[config.mk]
export PLATFORM = sky130hd
export DESIGN_NAME = dchain_dma
export DESIGN_NICKNAME = d
export VERILOG_FILES = /design/src/rtl/dchain_pkg.sv /design/src/rtl/dchain_regs.sv /design/src/rtl/dchain_walker.sv /design/src/rtl/dchain_dma.sv
export SDC_FILE = /design/constraint.sdc
export NUM_CORES = 1
export LEC_CHECK = 0
export BUFFER_PORTS_ARGS = -buffer_cell sky130_fd_sc_hd__buf_2
export CORE_ASPECT_RATIO = 1.4
export CORE_MARGIN = 8
export CORE_UTILIZATION = 40
export DETAILED_ROUTE_END_ITERATION = 6
export HOLD_SLACK_MARGIN = 0.08
export MAX_ROUTING_LAYER = met4
export REMOVE_ABC_BUFFERS = 1
export SETUP_SLACK_MARGIN = 0.2
export SLEW_MARGIN = 20
export SYNTH_ARGS = -nofsm -noshare
export SYNTH_HDL_FRONTEND = slang
export SYNTH_SLANG_ARGS = --single-unit
[constraint.sdc]
create_clock -name clk -period 2.1 [get_ports clk]
set_input_delay 0 -clock clk [delete_from_list [all_inputs] [get_ports clk]]
set_output_delay 0 -clock clk [all_outputs]
set_load 0.01 [all_outputs]
[src/rtl/dchain_pkg.sv]
// Shared definitions for the descriptor-chain DMA engine.
// Assumes 32-bit data words and descriptors aligned to 16 bytes.
package dchain_pkg;

    typedef enum logic [3:0] {
        ST_IDLE  = 4'd0,
        ST_SUSP  = 4'd1,
        ST_DRD   = 4'd2,
        ST_DCHK  = 4'd3,
        ST_RDREQ = 4'd4,
        ST_WRREQ = 4'd5,
        ST_RD    = 4'd6,
        ST_WR    = 4'd7,
        ST_CLOSE = 4'd8
    } dma_state_e;

    // descriptor word 0 flag positions
    localparam int F_NOIRQ = 1;
    localparam int F_LAST  = 2;
    localparam int F_CHAIN = 4;
    localparam int F_RING  = 5;
    localparam int F_OWN   = 31;

    // register offsets
    localparam int OFS_CTRL = 'h80;
    localparam int OFS_BASE = 'h84;
    localparam int OFS_STS  = 'h88;
    localparam int OFS_IEN  = 'h8C;

    // control bits
    localparam int C_SRST = 0;
    localparam int C_FB   = 1;
    localparam int C_RUN  = 7;

    // status bits
    localparam int S_TXD  = 0;
    localparam int S_RXD  = 1;
    localparam int S_DU   = 4;
    localparam int S_NSUM = 8;
    localparam int S_ASUM = 9;
    localparam int S_STLO = 13;

endpackage

[src/rtl/dchain_regs.sv]
// Register file of the DMA engine: control, list base, write-1-to-clear
// status with the live state code, interrupt enable and the irq line.
// Assumes RAW >= 8 so that all offsets are reachable.
module dchain_regs
    import dchain_pkg::*;
#(
    parameter int RAW = 8
) (
    input  logic             clk,
    input  logic             rst_n,
    input  logic             reg_we,
    input  logic [RAW-1:0]   reg_addr,
    input  logic [31:0]      reg_wdata,
    output logic [31:0]      reg_rdata,
    input  dma_state_e       state,
    input  logic             set_tx,
    input  logic             set_rx,
    input  logic             set_du,
    output logic [31:0]      base,
    output logic             kick,
    output logic             sreset,
    output logic             irq
);

    logic        run_q, fb_q;
    logic        st_tx, st_rx, st_du;
    logic [31:0] ien_q;
    logic [31:0] sts_word;
    logic        wr_ctrl, wr_sts;

    // decode register writes
    always_comb begin
        wr_ctrl = reg_we && (reg_addr == RAW'(OFS_CTRL));
        wr_sts  = reg_we && (reg_addr == RAW'(OFS_STS));
        sreset  = wr_ctrl && reg_wdata[C_SRST];
        kick    = wr_ctrl && reg_wdata[C_RUN] && !reg_wdata[C_SRST];
    end

    // register state and sticky status updates
    always_ff @(posedge clk) begin
        if (!rst_n) begin
            run_q <= 1'b0;
            fb_q  <= 1'b0;
            base  <= '0;
            ien_q <= '0;
            st_tx <= 1'b0;
            st_rx <= 1'b0;
            st_du <= 1'b0;
        end else if (sreset) begin
            run_q <= 1'b0;
            fb_q  <= 1'b0;
            st_tx <= 1'b0;
            st_rx <= 1'b0;
            st_du <= 1'b0;
        end else begin
            if (wr_ctrl) begin
                run_q <= reg_wdata[C_RUN];
                fb_q  <= reg_wdata[C_FB];
            end
            if (reg_we && reg_addr == RAW'(OFS_BASE)) base  <= reg_wdata;
            if (reg_we && reg_addr == RAW'(OFS_IEN))  ien_q <= reg_wdata;
            st_tx <= set_tx | (st_tx & ~(wr_sts & reg_wdata[S_TXD]));
            st_rx <= set_rx | (st_rx & ~(wr_sts & reg_wdata[S_RXD]));
            st_du <= set_du | (st_du & ~(wr_sts & reg_wdata[S_DU]));
        end
    end

    // assemble the status word
    always_comb begin
        sts_word                   = '0;
        sts_word[S_TXD]            = st_tx;
        sts_word[S_RXD]            = st_rx;
        sts_word[S_DU]             = st_du;
        sts_word[S_NSUM]           = st_tx | st_rx;
        sts_word[S_ASUM]           = st_du;
        sts_word[S_STLO+3:S_STLO]  = state;
    end

    // read multiplexer
    always_comb begin
        reg_rdata = '0;
        if (reg_addr == RAW'(OFS_CTRL)) begin
            reg_rdata[C_RUN] = run_q;
            reg_rdata[C_FB]  = fb_q;
        end else if (reg_addr == RAW'(OFS_BASE)) begin
            reg_rdata = base;
        end else if (reg_addr == RAW'(OFS_STS)) begin
            reg_rdata = sts_word;
        end else if (reg_addr == RAW'(OFS_IEN)) begin
            reg_rdata = ien_q;
        end
    end

    // interrupt line
    assign irq = |(sts_word[9:0] & ien_q[9:0]);

    a_r10_w1c_clears: assert property (@(posedge clk) disable iff (!rst_n)
        (wr_sts && reg_wdata == 32'hFFFF_FFFF && !set_tx && !set_rx && !set_du)
        |=> (sts_word[9:0] == 10'd0));

    a_r12_sreset_stops: assert property (@(posedge clk) disable iff (!rst_n)
        sreset |=> (!run_q && !st_tx && !st_rx && !st_du));

endmodule

[src/rtl/dchain_walker.sv]
// Descriptor walker: fetches four-word descriptors, checks ownership,
// moves the buffer between memory and the FIFO, writes word 0 back and
// follows the link. Assumes AW <= 32, one memory access in flight, read
// data arriving on a later cycle than its accepted request, and that the
// transmit FIFO is filled and the receive FIFO drained only by this block.
module dchain_walker
    import dchain_pkg::*;
#(
    parameter int AW      = 32,
    parameter int SZ_BITS = 13
) (
    input  logic            clk,
    input  logic            rst_n,
    input  logic            kick,
    input  logic            sreset,
    input  logic [AW-1:0]   base,
    input  logic            tx_dir,
    output dma_state_e      state,
    output logic            set_tx,
    output logic            set_rx,
    output logic            set_du,
    output logic            mem_req,
    output logic            mem_we,
    output logic [AW-1:0]   mem_addr,
    output logic [31:0]     mem_wdata,
    input  logic            mem_ready,
    input  logic            mem_rvalid,
    input  logic [31:0]     mem_rdata,
    output logic            fifo_push,
    output logic [31:0]     fifo_wdata,
    input  logic            fifo_full,
    output logic            fifo_pop,
    input  logic [31:0]     fifo_rdata,
    input  logic            fifo_empty
);

    localparam int WCW = SZ_BITS - 1;

    logic [AW-1:0]      cur, bptr, dbuf, dnext, next_desc;
    logic [31:0]        d0;
    logic [SZ_BITS-1:0] dlen;
    logic [SZ_BITS:0]   len_bytes;
    logic [WCW-1:0]     nwords, left;
    logic [1:0]         widx;
    logic               pend, to_card;

    // length decode: zero selects the largest buffer
    always_comb begin
        len_bytes = (dlen == '0) ? {1'b1, {SZ_BITS{1'b0}}} : {1'b0, dlen};
        nwords    = len_bytes[SZ_BITS:2];
    end

    // link selection after close
    always_comb begin
        if (d0[F_CHAIN])     next_desc = dnext;
        else if (d0[F_RING]) next_desc = base;
        else                 next_desc = cur + AW'(16);
    end

    // memory request generation
    always_comb begin
        mem_req   = 1'b0;
        mem_we    = 1'b0;
        mem_addr  = cur;
        mem_wdata = d0;
        case (state)
            ST_DRD: begin
                mem_req  = !pend;
                mem_addr = cur + AW'({widx, 2'b00});
            end
            ST_RDREQ: begin
                mem_req  = !fifo_full;
                mem_addr = bptr;
            end
            ST_WR: begin
                mem_req   = 1'b1;
                mem_we    = 1'b1;
                mem_addr  = bptr;
                mem_wdata = fifo_rdata;
            end
            ST_CLOSE: begin
                mem_req   = 1'b1;
                mem_we    = 1'b1;
                mem_wdata = {1'b0, d0[30:0]};
            end
            default: ;
        endcase
    end

    // FIFO strobes and event pulses
    always_comb begin
        fifo_push  = (state == ST_RD) && mem_rvalid;
        fifo_wdata = mem_rdata;
        fifo_pop   = (state == ST_WR) && mem_ready;
        set_du     = (state == ST_DCHK) && !d0[F_OWN];
        set_tx     = (state == ST_CLOSE) && mem_ready && !d0[F_NOIRQ] && to_card;
        set_rx     = (state == ST_CLOSE) && mem_ready && !d0[F_NOIRQ] && !to_card;
    end

    // walker state machine
    always_ff @(posedge clk) begin
        if (!rst_n || sreset) begin
            state   <= ST_IDLE;
            cur     <= '0;
            bptr    <= '0;
            dbuf    <= '0;
            dnext   <= '0;
            d0      <= '0;
            dlen    <= '0;
            left    <= '0;
            widx    <= '0;
            pend    <= 1'b0;
            to_card <= 1'b0;
        end else begin
            case (state)
                ST_IDLE: if (kick) begin
                    cur   <= base;
                    widx  <= '0;
                    pend  <= 1'b0;
                    state <= ST_DRD;
                end
                ST_SUSP: if (kick) begin
                    widx  <= '0;
                    pend  <= 1'b0;
                    state <= ST_DRD;
                end
                ST_DRD: begin
                    if (!pend) begin
                        if (mem_ready) pend <= 1'b1;
                    end else if (mem_rvalid) begin
                        pend <= 1'b0;
                        case (widx)
                            2'd0: d0    <= mem_rdata;
                            2'd1: dlen  <= mem_rdata[SZ_BITS-1:0];
                            2'd2: dbuf  <= mem_rdata[AW-1:0];
                            default: dnext <= mem_rdata[AW-1:0];
                        endcase
                        if (widx == 2'd3) state <= ST_DCHK;
                        else              widx  <= widx + 2'd1;
                    end
                end
                ST_DCHK: begin
                    to_card <= tx_dir;
                    bptr    <= dbuf;
                    left    <= nwords;
                    if (!d0[F_OWN])       state <= ST_SUSP;
                    else if (nwords == '0) state <= ST_CLOSE;
                    else if (tx_dir)      state <= ST_RDREQ;
                    else                  state <= ST_WRREQ;
                end
                ST_RDREQ: if (!fifo_full && mem_ready) state <= ST_RD;
                ST_RD: if (mem_rvalid) begin
                    bptr  <= bptr + AW'(4);
                    left  <= left - WCW'(1);
                    state <= (left == WCW'(1)) ? ST_CLOSE : ST_RDREQ;
                end
                ST_WRREQ: if (!fifo_empty) state <= ST_WR;
                ST_WR: if (mem_ready) begin
                    bptr  <= bptr + AW'(4);
                    left  <= left - WCW'(1);
                    state <= (left == WCW'(1)) ? ST_CLOSE : ST_WRREQ;
                end
                ST_CLOSE: if (mem_ready) begin
                    if (d0[F_LAST]) begin
                        state <= ST_IDLE;
                    end else begin
                        cur   <= next_desc;
                        widx  <= '0;
                        state <= ST_DRD;
                    end
                end
                default: state <= ST_IDLE;
            endcase
        end
    end

    a_r3_one_read: assert property (@(posedge clk) disable iff (!rst_n)
        (mem_req && !mem_we) |-> !pend);

    a_r4_suspend_holds: assert property (@(posedge clk) disable iff (!rst_n)
        (state == ST_SUSP && !kick && !sreset) |=> (state == ST_SUSP));

    a_r6_pop_nonempty: assert property (@(posedge clk) disable iff (!rst_n)
        fifo_pop |-> !fifo_empty);

    a_r6_push_room: assert property (@(posedge clk) disable iff (!rst_n)
        fifo_push |-> !fifo_full);

    a_r10_state_code: assert property (@(posedge clk) disable iff (!rst_n)
        state <= ST_CLOSE);

    a_r12_reset_idle: assert property (@(posedge clk) disable iff (!rst_n)
        sreset |=> (state == ST_IDLE));

endmodule

[src/rtl/dchain_dma.sv]
// Top of the descriptor-chain DMA engine: joins the register file and the
// descriptor walker. Assumes AW <= 32 and RAW >= 8.
module dchain_dma
    import dchain_pkg::*;
#(
    parameter int AW      = 32,
    parameter int SZ_BITS = 13,
    parameter int RAW     = 8
) (
    input  logic            clk,
    input  logic            rst_n,
    input  logic            reg_we,
    input  logic [RAW-1:0]  reg_addr,
    input  logic [31:0]     reg_wdata,
    output logic [31:0]     reg_rdata,
    output logic            irq,
    output logic            mem_req,
    output logic            mem_we,
    output logic [AW-1:0]   mem_addr,
    output logic [31:0]     mem_wdata,
    input  logic            mem_ready,
    input  logic            mem_rvalid,
    input  logic [31:0]     mem_rdata,
    input  logic            tx_dir,
    output logic            fifo_push,
    output logic [31:0]     fifo_wdata,
    input  logic            fifo_full,
    output logic            fifo_pop,
    input  logic [31:0]     fifo_rdata,
    input  logic            fifo_empty
);

    dma_state_e  state;
    logic        set_tx, set_rx, set_du, kick, sreset;
    logic [31:0] base;

    dchain_regs #(.RAW(RAW)) regs_i (
        .clk(clk), .rst_n(rst_n),
        .reg_we(reg_we), .reg_addr(reg_addr), .reg_wdata(reg_wdata),
        .reg_rdata(reg_rdata), .state(state),
        .set_tx(set_tx), .set_rx(set_rx), .set_du(set_du),
        .base(base), .kick(kick), .sreset(sreset), .irq(irq)
    );

    dchain_walker #(.AW(AW), .SZ_BITS(SZ_BITS)) walk_i (
        .clk(clk), .rst_n(rst_n), .kick(kick), .sreset(sreset),
        .base(base[AW-1:0]), .tx_dir(tx_dir), .state(state),
        .set_tx(set_tx), .set_rx(set_rx), .set_du(set_du),
        .mem_req(mem_req), .mem_we(mem_we), .mem_addr(mem_addr),
        .mem_wdata(mem_wdata), .mem_ready(mem_ready),
        .mem_rvalid(mem_rvalid), .mem_rdata(mem_rdata),
        .fifo_push(fifo_push), .fifo_wdata(fifo_wdata),
        .fifo_full(fifo_full), .fifo_pop(fifo_pop),
        .fifo_rdata(fifo_rdata), .fifo_empty(fifo_empty)
    );

endmodule

Word level (Yosys, flattened, before mapping)
Cells that the tools add are included.
Storage, ports and cells
  register bits: 262
  latch bits: 0
  bits in writable memories: 0
  memory bits (read-only): 0
  input bits: 112
  output and inout port bits: 133
  logic and storage cells: 169
  memories kept: 0
Operators by class
  add/sub/neg operators: 5
  multiply operators: 0
  div/mod/pow operators: 0
  order comparisons: 0
  equality and inequality tests: 28
  shift-type cells: 0
  mux-type cells: 53
  bitwise gates (word level): 17
  reduce and logical (&&, ||, !) cells: 48
Operator list (count)
  $mux 32: 10
  $pmux 32 s2: 3
  $pmux 32 s3: 1
  $mux 4: 13
  $pmux 12 s3: 1
  $add 32x3->32 const B: 1
  $add 32x4->32: 1
  $add 32x5->32 const B: 1
  $eq 8x8->1 const B: 4
  $pmux 4 s8: 1
  $mux 12: 2
  $mux 24: 1
  $reduce_and 4->1: 5
  $eq 4x3->1 const B: 4
  $ne 2x2->1 const B: 8
  $logic_and 1x1->1: 15
  $mux 14: 1
  $mux 2: 7
  $logic_not 13->1: 1
  $eq 12x1->1 const B: 1
  $logic_not 12->1: 1
  $sub 12x1->12 const B: 1
  $and 10x10->10: 1
  $reduce_or 10->1: 1
  27 further kinds: 66

Longest topological paths before layout
  depth in word-level cells: 6
  depth in mapped cells: 9
  mapped depth without buffers: 7

By module
Synthesis repeated with hierarchy kept, for this count alone.
Unflattened totals
  cells, all modules: 1843
  area total of the unflattened synthesis: 14303.7 µm²
By module, submodules not included
  dchain_walker: times used 1, cells an instance 1501, area each 11065.6 µm², sequential area each 3863.7 µm²
  dchain_regs: times used 1, cells an instance 342, area each 3238.1 µm², sequential area each 1381.3 µm²

Worst setup path before layout
OpenSTA, ideal clock, no wires.
  path kind: register -> register
  start: register walk_i.bptr[2]
  end: register walk_i.bptr[24]
  library setup time: 0.132 ns
  arrival: 1.816 ns
  required time: 1.968 ns
  slack: 0.152 ns
  cell stages (with the launch flop): 8
  buffers on the path: 0
  clock period less this slack: 1.948 ns
  cell sequence: dfxtp_1 ha_1 nand3_1 nor4_2 and3_1 nand3_1 mux2i_1 a21oi_1
Between the ends
  cells in the longest elaborated chain, start to end: 3
  elaborated cells on any way between the ends: 4
  classes of those cells: add/sub: 1; mux: 3
Ends and longest elaborated chain
  start, declared: line dchain_walker.sv:39  | logic [AW-1:0] cur, bptr, dbuf, dnext, next_desc;
  start signal, assigned: line dchain_walker.sv:144  | bptr <= dbuf;
  start signal, assigned: line dchain_walker.sv:153  | bptr <= bptr + AW'(4);
  start signal, assigned: line dchain_walker.sv:159  | bptr <= bptr + AW'(4);
  $add 32x3->32 (*): line dchain_walker.sv:153, dchain_walker.sv:159
  $mux 32, on equally long branches: line dchain_walker.sv:158, dchain_walker.sv:152
  $pmux 32 s3 (*): line dchain_walker.sv:115  | case (state)
Every way passes the cells marked *; elsewhere a longest branch is shown, timed or not. The select of a mux whose other input is x is not followed.
A chain may end at the register's enable or synchronous reset.

Worst setup path in the final report
  start: register walk_i.cur[5]
  end: output port mem_addr[30]
Between the ends
  cells in the longest elaborated chain, start to end: 2
Ends and longest elaborated chain
  start, declared: line dchain_walker.sv:39
  start signal, assigned: line dchain_walker.sv:117  | cur <= base;
  start signal, assigned: line dchain_walker.sv:167  | cur <= next_desc;
  $add 32x4->32: line dchain_walker.sv:69  | mem_addr = cur + AW'({widx, 2'b00});
  $pmux 32 s2: line dchain_walker.sv:66  | case (state)
  end, declared: line dchain_dma.sv:19  | output logic [AW-1:0] mem_addr,
Every way passes these cells.

==> flow_summary.toml <==
[yosys]
yosysWarningCount = 0
async_reset_ff_share_pct = 0
syn_avg_cell_area_um2 = 7.33
synth_commonest_cells = "nand2_1 (485), a21oi_1 (269), dfxtp_1 (262)"
yosys-top-cells-area = "dfxtp_1 (38%), nand2_1 (13%), a21oi_1 (9.7%), o21ai_0 (3.5%), mux2_2 (2.9%)"
synthMostInstantiatedCell = "nand2_1"
synth-edff-count = 0
synthDistinctLibCells = 76
ys_seq_elements = 262
ys_seq_area_share_pct = 37.9
syn_inst = 1889
synth_area_mm2 = 0.0138
synth_flop_cell = "dfxtp_1"
yosysTopAreaCellShare_pct = 37.9
synth_top_cell_by_area = "dfxtp_1"

[power_and_ir_drop]
power.switching_mw = 2.93
powerDensity_mw_per_mm2 = 529
p_comb_share_pct = 11.5
sw_frac_of_total_pct = 24.7
p_int_mw = 8.94
clockPowerShare_pct = 46.3
power_mw = 11.9
p_leak_nw = 8.66
ir_worst_vdd_uv = 536
seq_power_share_pct = 42.2

[die]
dieWidth_um = 173
std_cell_rows = 80
dieArea_mm2 = 0.0409
start_util_pct = 40.6
core_mm2 = 0.0341
die_h_um = 236
ios = 245

[cells_and_area]
syn_to_final_growth_pct = 61.9
nets = 2499
final_core_util_pct = 65.7
layout-drive-gt1-share_pct = 41.0
diodes = 0

[critical_path]
slowest_stage = "dfxtp_4"
crit_path_max_incr_delay_ns = 0.38
arrival_ns = 2.49
start_kind = "flip-flop"
path_class = "reg -> out"
crit_path_end_kind = "output port"
crit_chain = "ha_4 -> nand3_4 -> nor3_2 -> buf_4 -> buf_4 -> nand4_1 -> o211ai_1 -> nand3_4 -> buf_6"
cp_max_fo = 3
crit_required_ns = 2.10

[routing]
postRouteWirelength_um = 65100
vias_per_cell = 5.88
wl_per_cell_um = 22.9
drc = 0
drt_iter0_drc = 1603
ant_nets = 0
vias = 16741
first_pass_iters = 6

[clocking]
clk_path_buf_depth = 3
root_buffer = "clkbuf_16"
path_clk_slew_ns = 0.06
cts_tree = "done"
insertion_delay_ns = 0.58
cts.sinks = 262
htreeDepth = 1
cts_inserted_buffers = 28

[global_route]
grt_antenna_before_repair = 0
grt_max_degree = 65
grt_pass1_wl_um = 90900
grt_overflow_total = 0
grt_pass1_vias = 15866
track_usage_pct = 28.4

[timing]
max_slew_margin_pct = 54.7
final-hold-violation-count = 0
fmax_ghz = 0.402
worstMarginPinSlew_ns = 0.680
finClkSkew_ns = 0.0198
grt_setup_unrepaired = "yes"
fin_crit_ns = 2.49
finalMaxSlewViolations = 0
fin_ws_ns = -0.390
timing.final.crit_share_pct = 119
finalSetupViolCount = 64

[placement]
pre_cts_ws_ns = -0.197
hpwl_um = 38500
gp_congestion = 0.918
portBuffers = 244

[status]
status = "complete, but fails checks"
failed_checks = "setup timing"

[min_path]
min_path_type = "in -> reg"

[job]
max_cap_violations = 0
registers in the layout (all words and copies together), names as in the netlist, 2 cells and up:
name and cells:
walk_i.dbuf 32, walk_i.d0 32, walk_i.dnext 32, walk_i.dlen 13, walk_i.left 12, regs_i.base 32, regs_i.ien_q 32, walk_i.state 4
walk_i.widx 2, walk_i.cur 32, walk_i.bptr 32
kinds of logic after synthesis:
group,count (synthesis),share of synthesized area [%]
compound gates,577,25.4
simple gates,790,25.0
mux,42,3.45
flops,262,37.9
xor+xnor,7,0.443
fa+ha+maj,12,1.14
buf+inv,199,6.64
critical path, delay by kind of cell (launching register included):
kind | cells | cell delay [ns]
fa+ha+maj | 1 | 0.16
flops | 1 | 0.38
simple gates | 4 | 0.57
compound gates | 1 | 0.37
buf+inv | 3 | 0.43
per-layer routing:
layer	up-vias	global-route usage (%)	share of wire [%]
met1	8029	32.2	37
met5	-	-	0
met4	0	15.2	6.4
met3	230	3.34	7.4
met2	838	48.7	49
li1	7644	-	-
power groups by stage:
stage	clock, mW	sequential (mW)	combinational, mW
after global placement	0	5.12	0.809
after detailed placement	0	5.12	0.816
final	5.49	5.01	1.37
after global routing	5.76	5.01	1.42
after floorplan	0	5.13	0.278
after CTS	5.52	5.01	1.14
final cells by class:
class / count / area, um^2
Sequential cell: 262 / 5320
Clock inverter: 9 / 173
Timing Repair Buffer: 640 / 5960
Fill cell: 2714 / 11700
Clock buffer: 41 / 821
Multi-Input combinational cell: 1429 / 9520
Inverter: 14 / 55.1
Tap cell: 451 / 564
stage by stage:
step,instances,cell area (um^2),TNS (ns),hold WS [ns]
3_5_place_dp,2573,16300,-0.401,0.246
2_1_floorplan,1704,13000,-1568.73,0
6_report,2846,22400,-8.82,0.134
3_3_place_gp,2573,16300,-0.430,0.248
5_1_grt,2846,22400,-12.20,0.149
4_1_cts,2787,20400,-6.02,0.118
placed cells by master, fill, tap and decap left out, types with 11 or more instances in the layout:
master,instances
buf_6,128
nand2_4,29
nor2_4,12
buf_16,18
dfxtp_4,14
nand4_1,17
nand2_1,429
nor2_1,87
o21ai_2,28
o21ai_0,38
buf_4,175
buf_2,198
nand2_2,25
a22oi_2,15
mux2_4,19
a22o_1,29
buf_12,27
dfxtp_2,16
nor3_1,19
a22oi_1,18
mux2_2,17
a21oi_1,209
dfxtp_1,232
clkbuf_16,41
a31oi_1,13
inv_1,11
a211oi_1,14
o211ai_1,19
a21oi_2,57
o21ai_1,28
dlygate4sd3_1,74
nand3_1,47
and3_1,13
path summary, 6_finish.rpt:
check	depth (start not counted)	to	from	slack (ns)
min	6	regs_i.run_q	reg_addr[0]	0.13
max	9	mem_addr[30]	walk_i.cur[5]	-0.39
min reg2reg	2	walk_i.d0[12]	walk_i.d0[12]	0.45
max reg2reg	11	walk_i.cur[5]	walk_i.state[3]	-0.03
timing repair:
item | CTS | global route
gates resized for setup | 359 | 338
setup endpoints to repair | 222 | 256
pin swaps | 76 | 153
buffers inserted | 70 | 46
hold endpoints to repair | 209 | 0
hold buffers | 74 | 0
cloned | 20 | 13
Note: power is estimated with default switching activity, not from simulation.
